==> config.mk <==
export PLATFORM = sky130hd
export DESIGN_NAME = cfg_mailbox
export DESIGN_NICKNAME = d
export VERILOG_FILES = /design/src/rtl/cfg_mbx_pkg.sv /design/src/rtl/cfg_mbx_decode.sv /design/src/rtl/cfg_mbx_osc_tab.sv /design/src/rtl/cfg_mailbox.sv
export SDC_FILE = /design/constraint.sdc
export NUM_CORES = 1
export LEC_CHECK = 0
export CAP_MARGIN = 20
export CORE_ASPECT_RATIO = 1.1
export CORE_MARGIN = 2
export CORE_UTILIZATION = 35
export CTS_BUF_LIST = sky130_fd_sc_hd__clkbuf_8
export DETAILED_ROUTE_END_ITERATION = 7
export HOLD_SLACK_MARGIN = 0.03
export PLACE_DENSITY = 0.62
export SKIP_CTS_REPAIR_TIMING = 1
export SLEW_MARGIN = 20
export SYNTH_ARGS = -nofsm -noshare
export SYNTH_HDL_FRONTEND = slang
export SYNTH_SLANG_ARGS = --single-unit
==> constraint.sdc <==
create_clock -name clk -period 3.8 [get_ports clk]
set_input_delay 0.76 -clock clk [delete_from_list [all_inputs] [get_ports clk]]
set_output_delay 0.76 -clock clk [all_outputs]
set_load 0.01 [all_outputs]
==> src/rtl/cfg_mbx_pkg.sv <==
package cfg_mbx_pkg;

   localparam logic [7:0] OFF_DATA = 8'hA0;
   localparam logic [7:0] OFF_CTRL = 8'hA4;
   localparam logic [7:0] OFF_STAT = 8'hA8;

   // bits 31 (start) and 19:18 are never stored
   localparam logic [31:0] CTRL_KEEP = 32'h7FF3_FFFF;

   localparam logic [5:0] FN_OSC  = 6'd1;
   localparam logic [5:0] FN_VOLT = 6'd2;
   localparam logic [5:0] FN_VSRC = 6'd7;
   localparam logic [5:0] FN_SHUT = 6'd8;
   localparam logic [5:0] FN_BOOT = 6'd9;
   localparam logic [5:0] FN_DISP = 6'd11;

   localparam int unsigned MB_OSC_NUM = 6;
   localparam logic [31:0] MB_VOLT_UV = 32'd3300000;

   typedef struct packed {
      logic        start;
      logic        wr;
      logic [3:0]  ctl;
      logic [5:0]  fn;
      logic [1:0]  rsv;
      logic [1:0]  site;
      logic [3:0]  pos;
      logic [11:0] dev;
   } cmd_t;

   function automatic logic [31:0] mb_osc_rst(input int unsigned idx);
      if (idx == 0) return 32'd50000000;
      if (idx == 1) return 32'd23750000;
      return 32'd24000000;
   endfunction

endpackage

==> src/rtl/cfg_mbx_decode.sv <==
module cfg_mbx_decode
   import cfg_mbx_pkg::*;
#(
   parameter int unsigned DB_CLK_NUM  = 2,
   parameter int unsigned DB_VOLT_NUM = 2,
   localparam int unsigned OSC_NUM = MB_OSC_NUM + DB_CLK_NUM,
   localparam int unsigned OSC_IW  = $clog2(OSC_NUM),
   localparam int unsigned VOLT_IW = (DB_VOLT_NUM > 1) ? $clog2(DB_VOLT_NUM) : 1
) (
   input  logic               wr,
   input  logic [3:0]         ctl,
   input  logic [5:0]         fn,
   input  logic [1:0]         site,
   input  logic [3:0]         pos,
   input  logic [11:0]        dev,
   output logic               ok,
   output logic               osc_rd,
   output logic               osc_wr,
   output logic               volt_rd,
   output logic               volt_mb,
   output logic               shut,
   output logic               boot,
   output logic [OSC_IW-1:0]  osc_idx,
   output logic [VOLT_IW-1:0] volt_idx
);

   localparam logic [11:0] MB_OSC_LIM  = 12'(MB_OSC_NUM);
   localparam logic [11:0] DB_CLK_LIM  = 12'(DB_CLK_NUM);
   localparam logic [11:0] DB_VOLT_LIM = 12'(DB_VOLT_NUM);

   logic base_ok, site_mb, site_db, dev0, mb_osc, db_osc, db_volt, nop;

   always_comb begin
      base_ok  = (ctl == 4'd0) && (pos == 4'd0) && !site[1];
      site_mb  = (site == 2'd0);
      site_db  = (site == 2'd1);
      dev0     = (dev == 12'd0);
      mb_osc   = site_mb && (dev < MB_OSC_LIM);
      db_osc   = site_db && (dev < DB_CLK_LIM);
      volt_mb  = site_mb && dev0;
      db_volt  = site_db && (dev < DB_VOLT_LIM);
      osc_idx  = mb_osc ? OSC_IW'(dev) : OSC_IW'(dev + MB_OSC_LIM);
      volt_idx = VOLT_IW'(dev);
      osc_rd   = 1'b0;
      osc_wr   = 1'b0;
      volt_rd  = 1'b0;
      nop      = 1'b0;
      shut     = 1'b0;
      boot     = 1'b0;
      if (base_ok) begin
         if (!wr) begin
            if (fn == FN_OSC)  osc_rd  = mb_osc || db_osc;
            if (fn == FN_VOLT) volt_rd = volt_mb || db_volt;
         end else begin
            if (fn == FN_OSC)  osc_wr = mb_osc || db_osc;
            if (fn == FN_VSRC || fn == FN_DISP) nop = site_mb && dev0;
            if (fn == FN_SHUT) shut = site_mb && dev0;
            if (fn == FN_BOOT) boot = site_mb && dev0;
         end
      end
      ok = osc_rd || osc_wr || volt_rd || nop || shut || boot;
   end

endmodule

==> src/rtl/cfg_mbx_osc_tab.sv <==
module cfg_mbx_osc_tab
   import cfg_mbx_pkg::*;
#(
   parameter int unsigned DB_CLK_NUM = 2,
   parameter logic [DB_CLK_NUM*32-1:0] DB_CLK_INIT = '0,
   localparam int unsigned OSC_NUM = MB_OSC_NUM + DB_CLK_NUM,
   localparam int unsigned OSC_IW  = $clog2(OSC_NUM)
) (
   input  logic              clk,
   input  logic              rst_n,
   input  logic              we,
   input  logic [OSC_IW-1:0] idx,
   input  logic [31:0]       wdata,
   output logic [31:0]       rdata
);

   logic [31:0] ent [OSC_NUM];

   for (genvar g = 0; g < OSC_NUM; g++) begin : g_ent
      localparam logic [31:0] RST_VAL = (g < MB_OSC_NUM) ?
         mb_osc_rst(g) : DB_CLK_INIT[(g - MB_OSC_NUM)*32 +: 32];
      logic [31:0] val_q;
      always_ff @(posedge clk) begin
         if (!rst_n)
            val_q <= RST_VAL;
         else if (we && (32'(idx) == g))
            val_q <= wdata;
      end
      assign ent[g] = val_q;
   end

   always_comb rdata = (32'(idx) < OSC_NUM) ? ent[idx] : '0;

endmodule

==> src/rtl/cfg_mailbox.sv <==
module cfg_mailbox
   import cfg_mbx_pkg::*;
#(
   parameter int unsigned ADDR_W      = 8,
   parameter int unsigned DB_CLK_NUM  = 2,
   parameter int unsigned DB_VOLT_NUM = 2,
   parameter logic [DB_CLK_NUM*32-1:0]  DB_CLK_INIT  = {32'd45000000, 32'd66000000},
   parameter logic [DB_VOLT_NUM*32-1:0] DB_VOLT_INIT = {32'd1100000, 32'd900000}
) (
   input  logic              clk,
   input  logic              rst_n,
   input  logic              reg_wen,
   input  logic [ADDR_W-1:0] reg_addr,
   input  logic [31:0]       reg_wdata,
   output logic [31:0]       reg_rdata,
   output logic              shutdown_req,
   output logic              reboot_req
);

   localparam int unsigned OSC_NUM = MB_OSC_NUM + DB_CLK_NUM;
   localparam int unsigned OSC_IW  = $clog2(OSC_NUM);
   localparam int unsigned VOLT_IW = (DB_VOLT_NUM > 1) ? $clog2(DB_VOLT_NUM) : 1;

   if (ADDR_W < 8) begin : g_chk_aw
      $error("ADDR_W must cover offset 0xA8");
   end
   if (DB_CLK_NUM < 1 || DB_CLK_NUM > 64) begin : g_chk_clk
      $error("DB_CLK_NUM must be 1 to 64");
   end
   if (DB_VOLT_NUM < 1 || DB_VOLT_NUM > 64) begin : g_chk_volt
      $error("DB_VOLT_NUM must be 1 to 64");
   end

   logic [31:0] data_q;
   cmd_t        ctrl_q;
   logic [1:0]  stat_q;
   logic        pend_q;
   logic        shut_q, boot_q;

   logic wr_data, wr_ctrl, wr_stat;
   always_comb begin
      wr_data = reg_wen && (reg_addr == ADDR_W'(OFF_DATA));
      wr_ctrl = reg_wen && (reg_addr == ADDR_W'(OFF_CTRL));
      wr_stat = reg_wen && (reg_addr == ADDR_W'(OFF_STAT));
   end

   logic               ok, osc_rd, osc_wr, volt_rd, volt_mb, shut, boot;
   logic [OSC_IW-1:0]  osc_idx;
   logic [VOLT_IW-1:0] volt_idx;

   cfg_mbx_decode #(
      .DB_CLK_NUM (DB_CLK_NUM),
      .DB_VOLT_NUM(DB_VOLT_NUM)
   ) i_decode (
      .wr      (ctrl_q.wr),
      .ctl     (ctrl_q.ctl),
      .fn      (ctrl_q.fn),
      .site    (ctrl_q.site),
      .pos     (ctrl_q.pos),
      .dev     (ctrl_q.dev),
      .ok      (ok),
      .osc_rd  (osc_rd),
      .osc_wr  (osc_wr),
      .volt_rd (volt_rd),
      .volt_mb (volt_mb),
      .shut    (shut),
      .boot    (boot),
      .osc_idx (osc_idx),
      .volt_idx(volt_idx)
   );

   logic [31:0] osc_val, volt_val;

   cfg_mbx_osc_tab #(
      .DB_CLK_NUM (DB_CLK_NUM),
      .DB_CLK_INIT(DB_CLK_INIT)
   ) i_osc_tab (
      .clk  (clk),
      .rst_n(rst_n),
      .we   (pend_q && osc_wr),
      .idx  (osc_idx),
      .wdata(data_q),
      .rdata(osc_val)
   );

   if (DB_VOLT_NUM == 1) begin : g_volt_one
      always_comb volt_val = volt_mb ? MB_VOLT_UV : DB_VOLT_INIT[31:0];
   end else begin : g_volt_many
      always_comb volt_val = volt_mb ? MB_VOLT_UV :
         ((32'(volt_idx) < DB_VOLT_NUM) ? DB_VOLT_INIT[volt_idx*32 +: 32] : '0);
   end

   always_ff @(posedge clk) begin
      if (!rst_n) begin
         data_q <= '0;
         ctrl_q <= '0;
         stat_q <= '0;
         pend_q <= 1'b0;
         shut_q <= 1'b0;
         boot_q <= 1'b0;
      end else begin
         pend_q <= wr_ctrl && reg_wdata[31];
         shut_q <= pend_q && shut;
         boot_q <= pend_q && boot;
         if (wr_ctrl)
            ctrl_q <= cmd_t'(reg_wdata & CTRL_KEEP);
         // a running transaction takes priority over a same-cycle bus write
         if (pend_q && osc_rd)
            data_q <= osc_val;
         else if (pend_q && volt_rd)
            data_q <= volt_val;
         else if (wr_data)
            data_q <= reg_wdata;
         if (pend_q)
            stat_q <= {!ok, 1'b1};
         else if (wr_stat)
            stat_q <= reg_wdata[1:0];
      end
   end

   always_comb begin
      reg_rdata = '0;
      if (reg_addr == ADDR_W'(OFF_DATA)) reg_rdata = data_q;
      if (reg_addr == ADDR_W'(OFF_CTRL)) reg_rdata = ctrl_q;
      if (reg_addr == ADDR_W'(OFF_STAT)) reg_rdata = {30'd0, stat_q};
   end

   assign shutdown_req = shut_q;
   assign reboot_req   = boot_q;

endmodule

==> results of run 1 <==
-- tightest hold or removal path: stages (launching register included) --
cell	delay, ns
dfxtp_1	0.31
nand2_1	0.05
a21oi_1	0.05
-- flip-flops by register name, indices dropped and copies added (netlist names) --
register               flops
ctrl_q                    29
data_q                    32
i_osc_tab.g_ent.val_q    256
pend_q                     1
reboot_req                 1
shutdown_req               1
stat_q                     2
-- layout make-up --
cell class / count / area, sq um
Fill cell: 4258 / 24830
Clock inverter: 21 / 82.58
Inverter: 12 / 50.05
Antenna cell: 1 / 2.502
Sequential cell: 322 / 6450
Clock buffer: 58 / 798.3
Tap cell: 567 / 709.4
Timing Repair Buffer: 158 / 1494
Multi-Input combinational cell: 1454 / 7792
-- power groups by stage --
stage | Clock [mW] | Combinational (mW) | Sequential, mW
4_1_cts | 2.74 | 0.202 | 3.38
5_1_grt | 2.89 | 0.214 | 3.38
2_1_floorplan | 0 | 0.0990 | 3.45
3_3_place_gp | 0 | 0.202 | 3.45
6_report | 2.70 | 0.206 | 3.38
3_5_place_dp | 0 | 0.200 | 3.45
-- cell usage in the layout (no fill, tap or decap), types with 10 or more instances in the layout --
master | netlist | layout
nand2_1 | 662 | 662
dfxtp_1 | 322 | 319
a21oi_1 | 206 | 205
nand3_1 | 116 | 116
nor2_1 | 94 | 91
mux2i_1 | 89 | 89
clkdlybuf4s50_1 | 0 | 74
buf_4 | 6 | 73
clkbuf_8 | 0 | 58
o21ai_0 | 41 | 41
inv_1 | 11 | 31
a31oi_1 | 23 | 23
nor3_1 | 19 | 19
mux4_2 | 16 | 16
a211oi_1 | 10 | 10
a221oi_1 | 10 | 10
buf_12 | 0 | 10
-- worst max path at each step --
stage	start	end	slack (ns)	cells after the start
finish	reg_addr[7]	reg_rdata[18]	0.25	6
global route	reg_addr[7]	reg_rdata[18]	0.12	6
CTS	reg_addr[7]	reg_rdata[18]	0.13	6
detailed placement	reg_addr[7]	reg_rdata[18]	0.14	6
global placement	reg_addr[7]	reg_rdata[18]	0.19	6
floorplan	ctrl_q[9]	data_q[30]	0.94	10
-- per-stage QoR --
step                      area (sq um)  std cells  total power, mW  utilization (%)
after floorplan                  14960       1969            3.550                -
after global placement           16490       2513            3.655            39.07
after detailed placement         16490       2513            3.654            39.07
after CTS                        17370       2592            6.323            41.16
after global routing             17380       2593            6.479            41.18
final                            17380       2593            6.290            41.18
-- routing by layer --
metal  global-route usage [%]  vias to the layer above  wire length (um)
met5                        0                        -                 0
met4                    10.30                        0              2162
met3                    4.035                      149              5015
met2                    40.17                      772             25560
met1                    31.80                     7028             22690
li1                         -                     6759                 -
-- kinds of logic after synthesis --
family	after synthesis	synth area share [%]
multiplexers	113	8.965
adder cells (fa/ha/maj)	1	0.06690
XOR/XNOR	2	0.2426
flip-flops	322	43.08
AO/OA/AOI/OAI	385	15.45
buffers and inverters	193	5.419
AND/OR/NAND/NOR	953	26.77
==> reports/results.tsv, run 1 <==
stage	metric	value	unit
run_status	status	finished clean	
hold_path	Hold/Removal Path Class	reg -> reg	
route	Iter 0 DRT Violations	1471	
yosys	post-synth top area share	43.08	%
power	peak supply drop	194.2	uV
sta	final worst-path setup slack	0.2548	ns
yosys	dominant cell by count in the synthesized netlist	nand2_1	
yosys	EDFF count, synth	0	
power	sequential power share	53.7	%
worst_setup_path	CP Capture Type	primary output	
cells_and_area	Final Net Count	2042	
worst_setup_path	R2R Setup Slk	0.27	ns
yosys	Synth Warn #	0	
floorplan	DIE AREA	0.04442	sq mm
hold_path	WHS Path Cells	2	
flow_run	Max-Cap Viols	0	
clock_network	clock slew at reported path FFs	0.07	ns
yosys	Synth Cell Area	0.01496	sq mm
worst_setup_path	WP data required	3.04	ns
sta	minimum period implied by the final worst setup slack	3.545	ns
sta	Final Setup Violations	0	
grt	largest net degree at the start of global routing	182	
sta	Min Hold Slack	0.4473	ns
clock_network	clock root buffer	clkbuf_8	
placement	DP HPWL	35.48	mm
route	Vias	14710	
power	clock network power share	43.0	%
sta	worst slew pin tran	1.085	ns
grt	grt ovf	0	
clock_network	clk_lat worst skew	0.61	ns
grt	initial antenna violation count	1	
clock_network	CTS max path bufs	3	
hold_path	hold_sp	i_osc_tab.g_ent[4].val_q[4]	
power	combinational power share	3.3	%
worst_setup_path	Top cell by count, worst path	clkdlybuf4s50_1	
worst_setup_path	cell family contributing the most delay on the critical path	buffers and inverters	
worst_setup_path	Max FO, Critical Path	25	
floorplan	Die X-Extent	201.1	um
clock_network	H-tree levels	2	
clock_network	total clock sinks	322	
sta	Slew headroom	27.64	%
power	Power Density	361.9	mW/mm^2
yosys	#FFs+latches synth	322	
worst_setup_path	R2R cell count	9	
sta	unrepaired setup endpoints after global routing	no	
placement	DP Worst Slack	0.1415	ns
power	Switching Share	23.49	%
placement	Final Wtd Congestion	0.9312	
yosys	fraction of registers with async set/reset	0	%
floorplan	I/O pin count	77	
yosys	synth cell count leaders	nand2_1 (662), dfxtp_1 (322), a21oi_1 (206), clkbuf_1 (122), nand3_1 (116)	
route	Pre-antenna DRT Iters	5	
worst_setup_path	CP bufs+invs	3	
grt	first-pass GRT wire length	84.75	mm
power	Sw Pwr	1.477	mW
route	DRC Markers	0	
route	Final Routed Wirelength	55.43	mm
cells_and_area	share of cells above drive strength 1	10.02	%
hold_path	Hold Path Sink	i_osc_tab.g_ent[4].val_q[4]	
worst_setup_path	critical path's slowest cell	clkdlybuf4s50_1	
sta	Max Slew Vio Count	0	
yosys	Top FF cell, synth	dfxtp_1	
power	Internal Pwr Total	4.813	mW
worst_setup_path	startpoint types	input port	
sta	Final Cycle Share	93.30	%
worst_setup_path	Reg2Reg Capture Point	i_osc_tab.g_ent[3].val_q[26]	
worst_setup_path	R2R Path Start	ctrl_q[9]	
yosys	Area contributors post-synth	dfxtp_1 (43%), nand2_1 (17%), a21oi_1 (6.9%), mux2i_1 (6.0%), nand3_1 (3.9%)	
cells_and_area	Synth-to-Final Area Change	16.16	%
floorplan	initial core utilization	35.45	%
worst_setup_path	CP peak stage delay	0.56	ns
clock_network	cts bufs inserted	51	
power	Pleak	6.198	nW
yosys	syn_area_per_cell	7.599	sq um
floorplan	Site Rows	79	
sta	final hold viol count	0	
route	Final ANT Viol Nets	0	
placement	Port Buffer Count	76	
clock_network	CTS tree	built	
sta	fmax	0.2821	GHz
floorplan	Core Box Area	0.04221	sq mm
yosys	Syn Nets	2012	
worst_setup_path	CP cell instances	clkdlybuf4s50_1 > nor4bb_2 > nand3_1 > buf_12 > nor3b_1 > clkdlybuf4s50_1	
sta	clock skew	0.03765	ns
yosys	area leader, netlist	dfxtp_1	
yosys	unique cell type count in the Yosys netlist	67	
sta	Final TNS setup	0	ns
floorplan	Die Ht	220.8	um
yosys	sequential share of the synthesized area	43.08	%
worst_setup_path	CP Class	in -> out	
route	WL per Instance	21.38	um
worst_setup_path	CP arrival	2.79	ns
route	drt via density	5.672	
yosys	Cells after Synth	1969	
grt	GRT Total Usage	24.45	%
grt	vias in the first global route	13990	
Note: power is estimated with default switching activity, not from simulation.
==> run 2, diff against run 1 <==
CORE_MARGIN = 10   (was 2)
SYNTH_HIERARCHICAL = 1   (was default)
==> run 2 against run 1 <==
  * Synthesized area rose by 0.89%
  * Die area up 17%
  * Register-to-register slack improved by 0.20 ns
  * Final cell count shrank 10%
  * Fmax grew 0.22%
  * Critical path type unchanged
==> reports/results.tsv, run 2 <==
stage	metric	value	unit
yosys	Synth Warn #	6	
clock_network	CTS tree	built	
route	drt via density	5.351	
cells_and_area	post-route cell area	0.01730	sq mm
sta	fmax	0.2827	GHz
yosys	synth cell count leaders	nand2_1 (601), dfxtp_1 (322), a21boi_0 (150), nand3_1 (91), clkbuf_1 (79)	
cells_and_area	Final Net Count	1766	
route	Pre-antenna DRT Iters	5	
placement	Final Wtd Congestion	0.8435	
yosys	Top FF cell, synth	dfxtp_1	
placement	Port Buffer Count	76	
floorplan	Core Box Area	0.04250	sq mm
cells_and_area	most common cell after layout, fill and taps aside	nand2_1	
route	highest routed layer	met4	
route	met1 wire length	19.76	mm
power	Sw Pwr	1.456	mW
placement	DP HPWL	29.42	mm
power	clock network power share	44.9	%
cells_and_area	share of cells above drive strength 1	14.11	%
route	Vias	12440	
worst_setup_path	Max FO, Critical Path	27	
power	peak supply drop	203.4	uV
yosys	fraction of registers with async set/reset	0	%
floorplan	DIE AREA	0.05184	sq mm
yosys	EDFF count, synth	0	
placement	placed inst area	0.01627	sq mm
cells_and_area	max reg flops	256	
power	Internal Pwr Total	5.047	mW
power	combinational power share	3.1	%
route	Iter 0 DRT Violations	1020	
sta	final hold viol count	0	
grt	largest net degree at the start of global routing	128	
cells_and_area	Synth-to-Final Area Change	14.61	%
route	Final Routed Wirelength	45.31	mm
worst_setup_path	startpoint types	input port	
run_status	status	finished clean	
clock_network	total clock sinks	322	
cells_and_area	n_diodes	0	
yosys	Area contributors post-synth	dfxtp_1 (43%), nand2_1 (15%), mux4_2 (8.4%), a21boi_0 (7.5%), nand3_1 (3.0%)	
worst_setup_path	CP arrival	2.78	ns
sta	Final Setup Violations	0	
yosys	sequential share of the synthesized area	42.71	%
sta	worst slew pin tran	0.8529	ns
power	Switching Share	22.39	%
grt	first-pass GRT wire length	70.02	mm
route	DRC Markers	0	
yosys	Cells after Synth	1713	
yosys	post-synth top area share	42.71	%
worst_setup_path	WP data required	3.04	ns
hold_path	Hold/Removal Path Class	reg -> reg	
sta	clock skew	0.03042	ns
grt	initial antenna violation count	0	
route	metal3 WL	2.620	mm
sta	Final Cycle Share	93.09	%
grt	GRT Total Usage	16.88	%
grt	vias in the first global route	12090	
clock_network	H-tree levels	2	
route	WL per Instance	19.50	um
clock_network	clock slew at reported path FFs	0.06	ns
worst_setup_path	CP cell instances	clkdlybuf4s50_1 > nor4b_4 > and2_1 > buf_12 > a22o_1 > clkdlybuf4s50_1	
floorplan	Die X-Extent	218.0	um
yosys	area leader, netlist	dfxtp_1	
cells_and_area	top flop regs	i_osc_tab/g_ent.val_q: 256 flops, data_q: 32 flops, ctrl_q: 29 flops	
clock_network	clock root buffer	clkbuf_8	
route	Final ANT Viol Nets	0	
sta	minimum period implied by the final worst setup slack	3.537	ns
yosys	#FFs+latches synth	322	
yosys	Syn Nets	1756	
clock_network	CTS max path bufs	3	
worst_setup_path	CP Class	in -> out	
sta	unrepaired setup endpoints after global routing	no	
cells_and_area	Biggest register	i_osc_tab/g_ent.val_q	
power	Power Density	375.9	mW/mm^2
floorplan	Site Rows	79	
cells_and_area	most frequent cells in the layout	nand2_1 (601), dfxtp_1 (321), a21boi_0 (150)	
clock_network	clk_lat worst skew	0.60	ns
floorplan	initial core utilization	35.51	%
power	sequential power share	51.9	%
sta	Max Slew Vio Count	0	
worst_setup_path	CP peak stage delay	0.56	ns
yosys	Synth Cell Area	0.01509	sq mm
floorplan	I/O pin count	77	
power	Pleak	6.169	nW
worst_setup_path	Top cell by count, worst path	clkdlybuf4s50_1	
flow_run	Max-Cap Viols	0	
power	overall power	6.503	mW
clock_network	cts bufs inserted	49	
worst_setup_path	CP Capture Type	primary output	
worst_setup_path	critical path's slowest cell	clkdlybuf4s50_1	
route	met2 WL	21.69	mm
sta	Slew headroom	42.62	%
floorplan	Die Ht	237.8	um
yosys	dominant cell by count in the synthesized netlist	nand2_1	
sta	Final TNS setup	0	ns
yosys	unique cell type count in the Yosys netlist	61	
grt	grt ovf	0	
yosys	syn_area_per_cell	8.812	sq um
## run 2: final timing paths
path | depth (start not counted) | endpoint | slack (ns) | start
setup / recovery | 6 | reg_rdata[15] | 0.26 | reg_addr[3]
hold / removal | 2 | i_osc_tab/g_ent[2].val_q[27] | 0.45 | i_osc_tab/g_ent[2].val_q[27]
setup reg to reg | 9 | i_osc_tab/g_ent[0].val_q[0] | 0.47 | ctrl_q[7]
hold reg to reg | 2 | i_osc_tab/g_ent[2].val_q[27] | 0.45 | i_osc_tab/g_ent[2].val_q[27]
## run 2: cells by family after synthesis
| logic type | after synthesis | synth area share, % |
|---|---|---|
| flops | 322 | 42.71 |
| buf+inv | 185 | 6.532 |
| xor+xnor | 1 | 0.05803 |
| mux | 100 | 12.40 |
| simple gates | 792 | 22.87 |
| fa+ha+maj | 1 | 0.06632 |
| compound gates | 312 | 15.37 |
## run 2: critical path, delay by kind of cell
family          cells  cell delay [ns]
compound gates      1             0.16
buf+inv             3             1.29
simple gates        2             0.56
## run 2: final cells by class
| type | count | area (sq um) |
|---|---|---|
| clock buffer | 64 | 880.8 |
| sequential | 322 | 6450 |
| inverter | 3 | 11.26 |
| multi-input combinational | 1206 | 7730 |
| timing repair buffer | 141 | 1398 |
| clock inverter | 21 | 120.1 |
| tap | 567 | 709.4 |
| fill | 4164 | 25200 |
## run 2: power by group through the flow
stage               logic, mW  clock network (mW)  registers, mW
finish                  0.203                2.92           3.38
global route            0.216                3.12           3.38
CTS                     0.201                2.99           3.38
detailed placement      0.200                   0           3.45
global placement        0.198                   0           3.45
floorplan               0.113                   0           3.45
## run 2: routing by layer
metal  up-vias  global-route usage (%)
li1       5895                       -
met1      6074                   21.18
met2       388                   28.57
met3        78                   2.769
met4         0                   6.168
met5         -                       0
## run 2: metrics by stage
stage	worst slack [ns]	utilization, %	cells	hold WS, ns
final	0.2625	40.70	2324	0.4519
after global routing	0.1850	40.70	2324	0.4670
after global placement	0.2671	38.28	2238	0.4361
after detailed placement	0.2857	38.28	2238	0.4449
after CTS	0.2756	40.64	2323	0.4537
after floorplan	1.097	-	1713	0.4303
==> run 3, diff against run 2 <==
CORE_UTILIZATION = 40   (was 35)
PLACE_DENSITY = 0.68   (was 0.62)
==> run 3 against run 2 <==
  * Final cell count is 3.2% lower
  * Clock power is 3% lower
  * Global-route usage is 2.0 points higher
  * Utilization is 5.3 points higher
  * Non-clock buffer count is 5 lower
  * Total power is 1.5% lower
  * Sequential cell count stayed put
==> reports/results.tsv, run 3 (synthesized netlist as in run 2, its figures left out) <==
stage	metric	value	unit
run_status	status	finished clean	
floorplan	initial core utilization	40.55	%
worst_setup_path	CP Capture Type	primary output	
grt	grt ovf	0	
cells_and_area	Biggest register	i_osc_tab/g_ent.val_q	
clock_network	cts bufs inserted	49	
power	overall power	6.406	mW
cells_and_area	Final Core Density	45.99	%
cells_and_area	most frequent cells in the layout	nand2_1 (601), dfxtp_1 (321), a21boi_0 (150)	
sta	Slew headroom	33.49	%
placement	DP HPWL	27.89	mm
route	DRC Markers	0	
power	peak supply drop	235.7	uV
sta	Max Slew Vio Count	0	
sta	minimum period implied by the final worst setup slack	3.586	ns
clock_network	clock root buffer	clkbuf_8	
hold_path	Hold/Removal Path Class	reg -> reg	
hold_path	WHS Path Cells	2	
grt	largest net degree at the start of global routing	113	
worst_setup_path	Critical Path Start	reg_addr[3]	
placement	Final Wtd Congestion	0.8713	
sta	final hold viol count	0	
worst_setup_path	startpoint types	input port	
cells_and_area	max reg flops	256	
route	Iter 0 DRT Violations	1049	
route	Final ANT Viol Nets	0	
worst_setup_path	critical path's slowest cell	clkdlybuf4s50_1	
hold_path	hold_sp	i_osc_tab/g_ent[1].val_q[7]	
placement	Port Buffer Count	76	
floorplan	DIE AREA	0.04591	sq mm
cells_and_area	most common cell after layout, fill and taps aside	nand2_1	
sta	Final Setup Violations	0	
sta	Final Cycle Share	94.37	%
worst_setup_path	Reg2Reg Capture Point	data_q[15]	
flow_run	Max-Cap Viols	0	
clock_network	CTS max path bufs	3	
worst_setup_path	R2R Setup Slk	0.40	ns
clock_network	clock slew at reported path FFs	0.06	ns
floorplan	Core Box Area	0.03722	sq mm
cells_and_area	share of cells above drive strength 1	13.68	%
clock_network	H-tree levels	2	
hold_path	Hold Path Sink	i_osc_tab/g_ent[1].val_q[7]	
sta	Final TNS setup	0	ns
worst_setup_path	R2R Path Start	ctrl_q[7]	
sta	clock skew	0.02209	ns
floorplan	Die Ht	223.7	um
route	Vias	12730	
grt	initial antenna violation count	1	
floorplan	Site Rows	74	
clock_network	clk_lat worst skew	0.60	ns
worst_setup_path	CP arrival	2.83	ns
floorplan	Die X-Extent	205.2	um
route	Final Routed Wirelength	44.29	mm
worst_setup_path	R2R cell count	9	
placement	DP Worst Slack	0.2018	ns
sta	final worst-path setup slack	0.2141	ns
cells_and_area	Final Net Count	1761	
worst_setup_path	Top cell by count, worst path	clkdlybuf4s50_1	
worst_setup_path	CP peak stage delay	0.54	ns
sta	worst slew pin tran	0.9885	ns
cells_and_area	top flop regs	i_osc_tab/g_ent.val_q: 256 flops, data_q: 32 flops, ctrl_q: 29 flops	
cells_and_area	Fillers	3504	
cells_and_area	Synth-to-Final Area Change	13.40	%
placement	placed inst area	0.01612	sq mm
power	Pleak	6.154	nW
worst_setup_path	WP data required	3.04	ns
route	drt via density	5.657	
route	WL per Instance	19.68	um
grt	GRT Total Usage	18.85	%
cells_and_area	Final Non-Filler Cells	2250	
placement	placed insts	2160	
cells_and_area	post-route cell area	0.01712	sq mm
sta	unrepaired setup endpoints after global routing	no	
clock_network	total clock sinks	322	
grt	vias in the first global route	12300	
clock_network	CTS tree	built	
route	Pre-antenna DRT Iters	7	
worst_setup_path	CP cell instances	clkdlybuf4s50_1 > nor4b_4 > and2_1 > buf_12 > a22o_1 > clkdlybuf4s50_1	
power	Power Density	374.3	mW/mm^2
floorplan	I/O pin count	77	
sta	Min Hold Slack	0.4476	ns
worst_setup_path	CP Class	in -> out	
grt	first-pass GRT wire length	69.82	mm
worst_setup_path	Max FO, Critical Path	27	
sta	fmax	0.2789	GHz
## run 3: layer usage
metal	share of wire (%)	GRT usage [%]	vias to the layer above
met5	0	0	-
met3	7.2	3.003	96
met4	2.7	6.478	0
li1	-	-	5899
met1	43	24.86	6187
met2	47	30.73	547
## run 3: cell type report
type | instances | area [sq um] | share of cell area (%)
multi-input cells | 1206 | 7719 | 45.10
flip-flops and latches | 322 | 6450 | 37.68
repair buffers | 136 | 1348 | 7.873
clock buffers | 63 | 867.1 | 5.066
well taps | 494 | 618.1 | 3.611
clock inverters | 25 | 101.3 | 0.5921
inverters | 3 | 11.26 | 0.06579
diodes | 1 | 2.502 | 0.01462
## run 3: report_power, final
part	leakage [nW]	internal, mW	total, mW	switching [mW]
registers	2.60	3.38	3.38	0.00255
clock network	0.577	1.48	2.83	1.35
logic	2.98	0.102	0.201	0.0992
total	6.15	4.96	6.41	1.45
## run 3: critical path: cells and delay by family
kind	cells	cell delay, ns
simple gates	2	0.65
buf+inv	3	1.25
compound gates	1	0.16
## run 3: how the worst max path moves through the flow
stage,end,cells past startpoint
after global placement,reg_rdata[0],5
after CTS,reg_rdata[3],6
after detailed placement,reg_rdata[3],6
final,reg_rdata[3],6
after global routing,reg_rdata[3],6
after floorplan,data_q[9],11
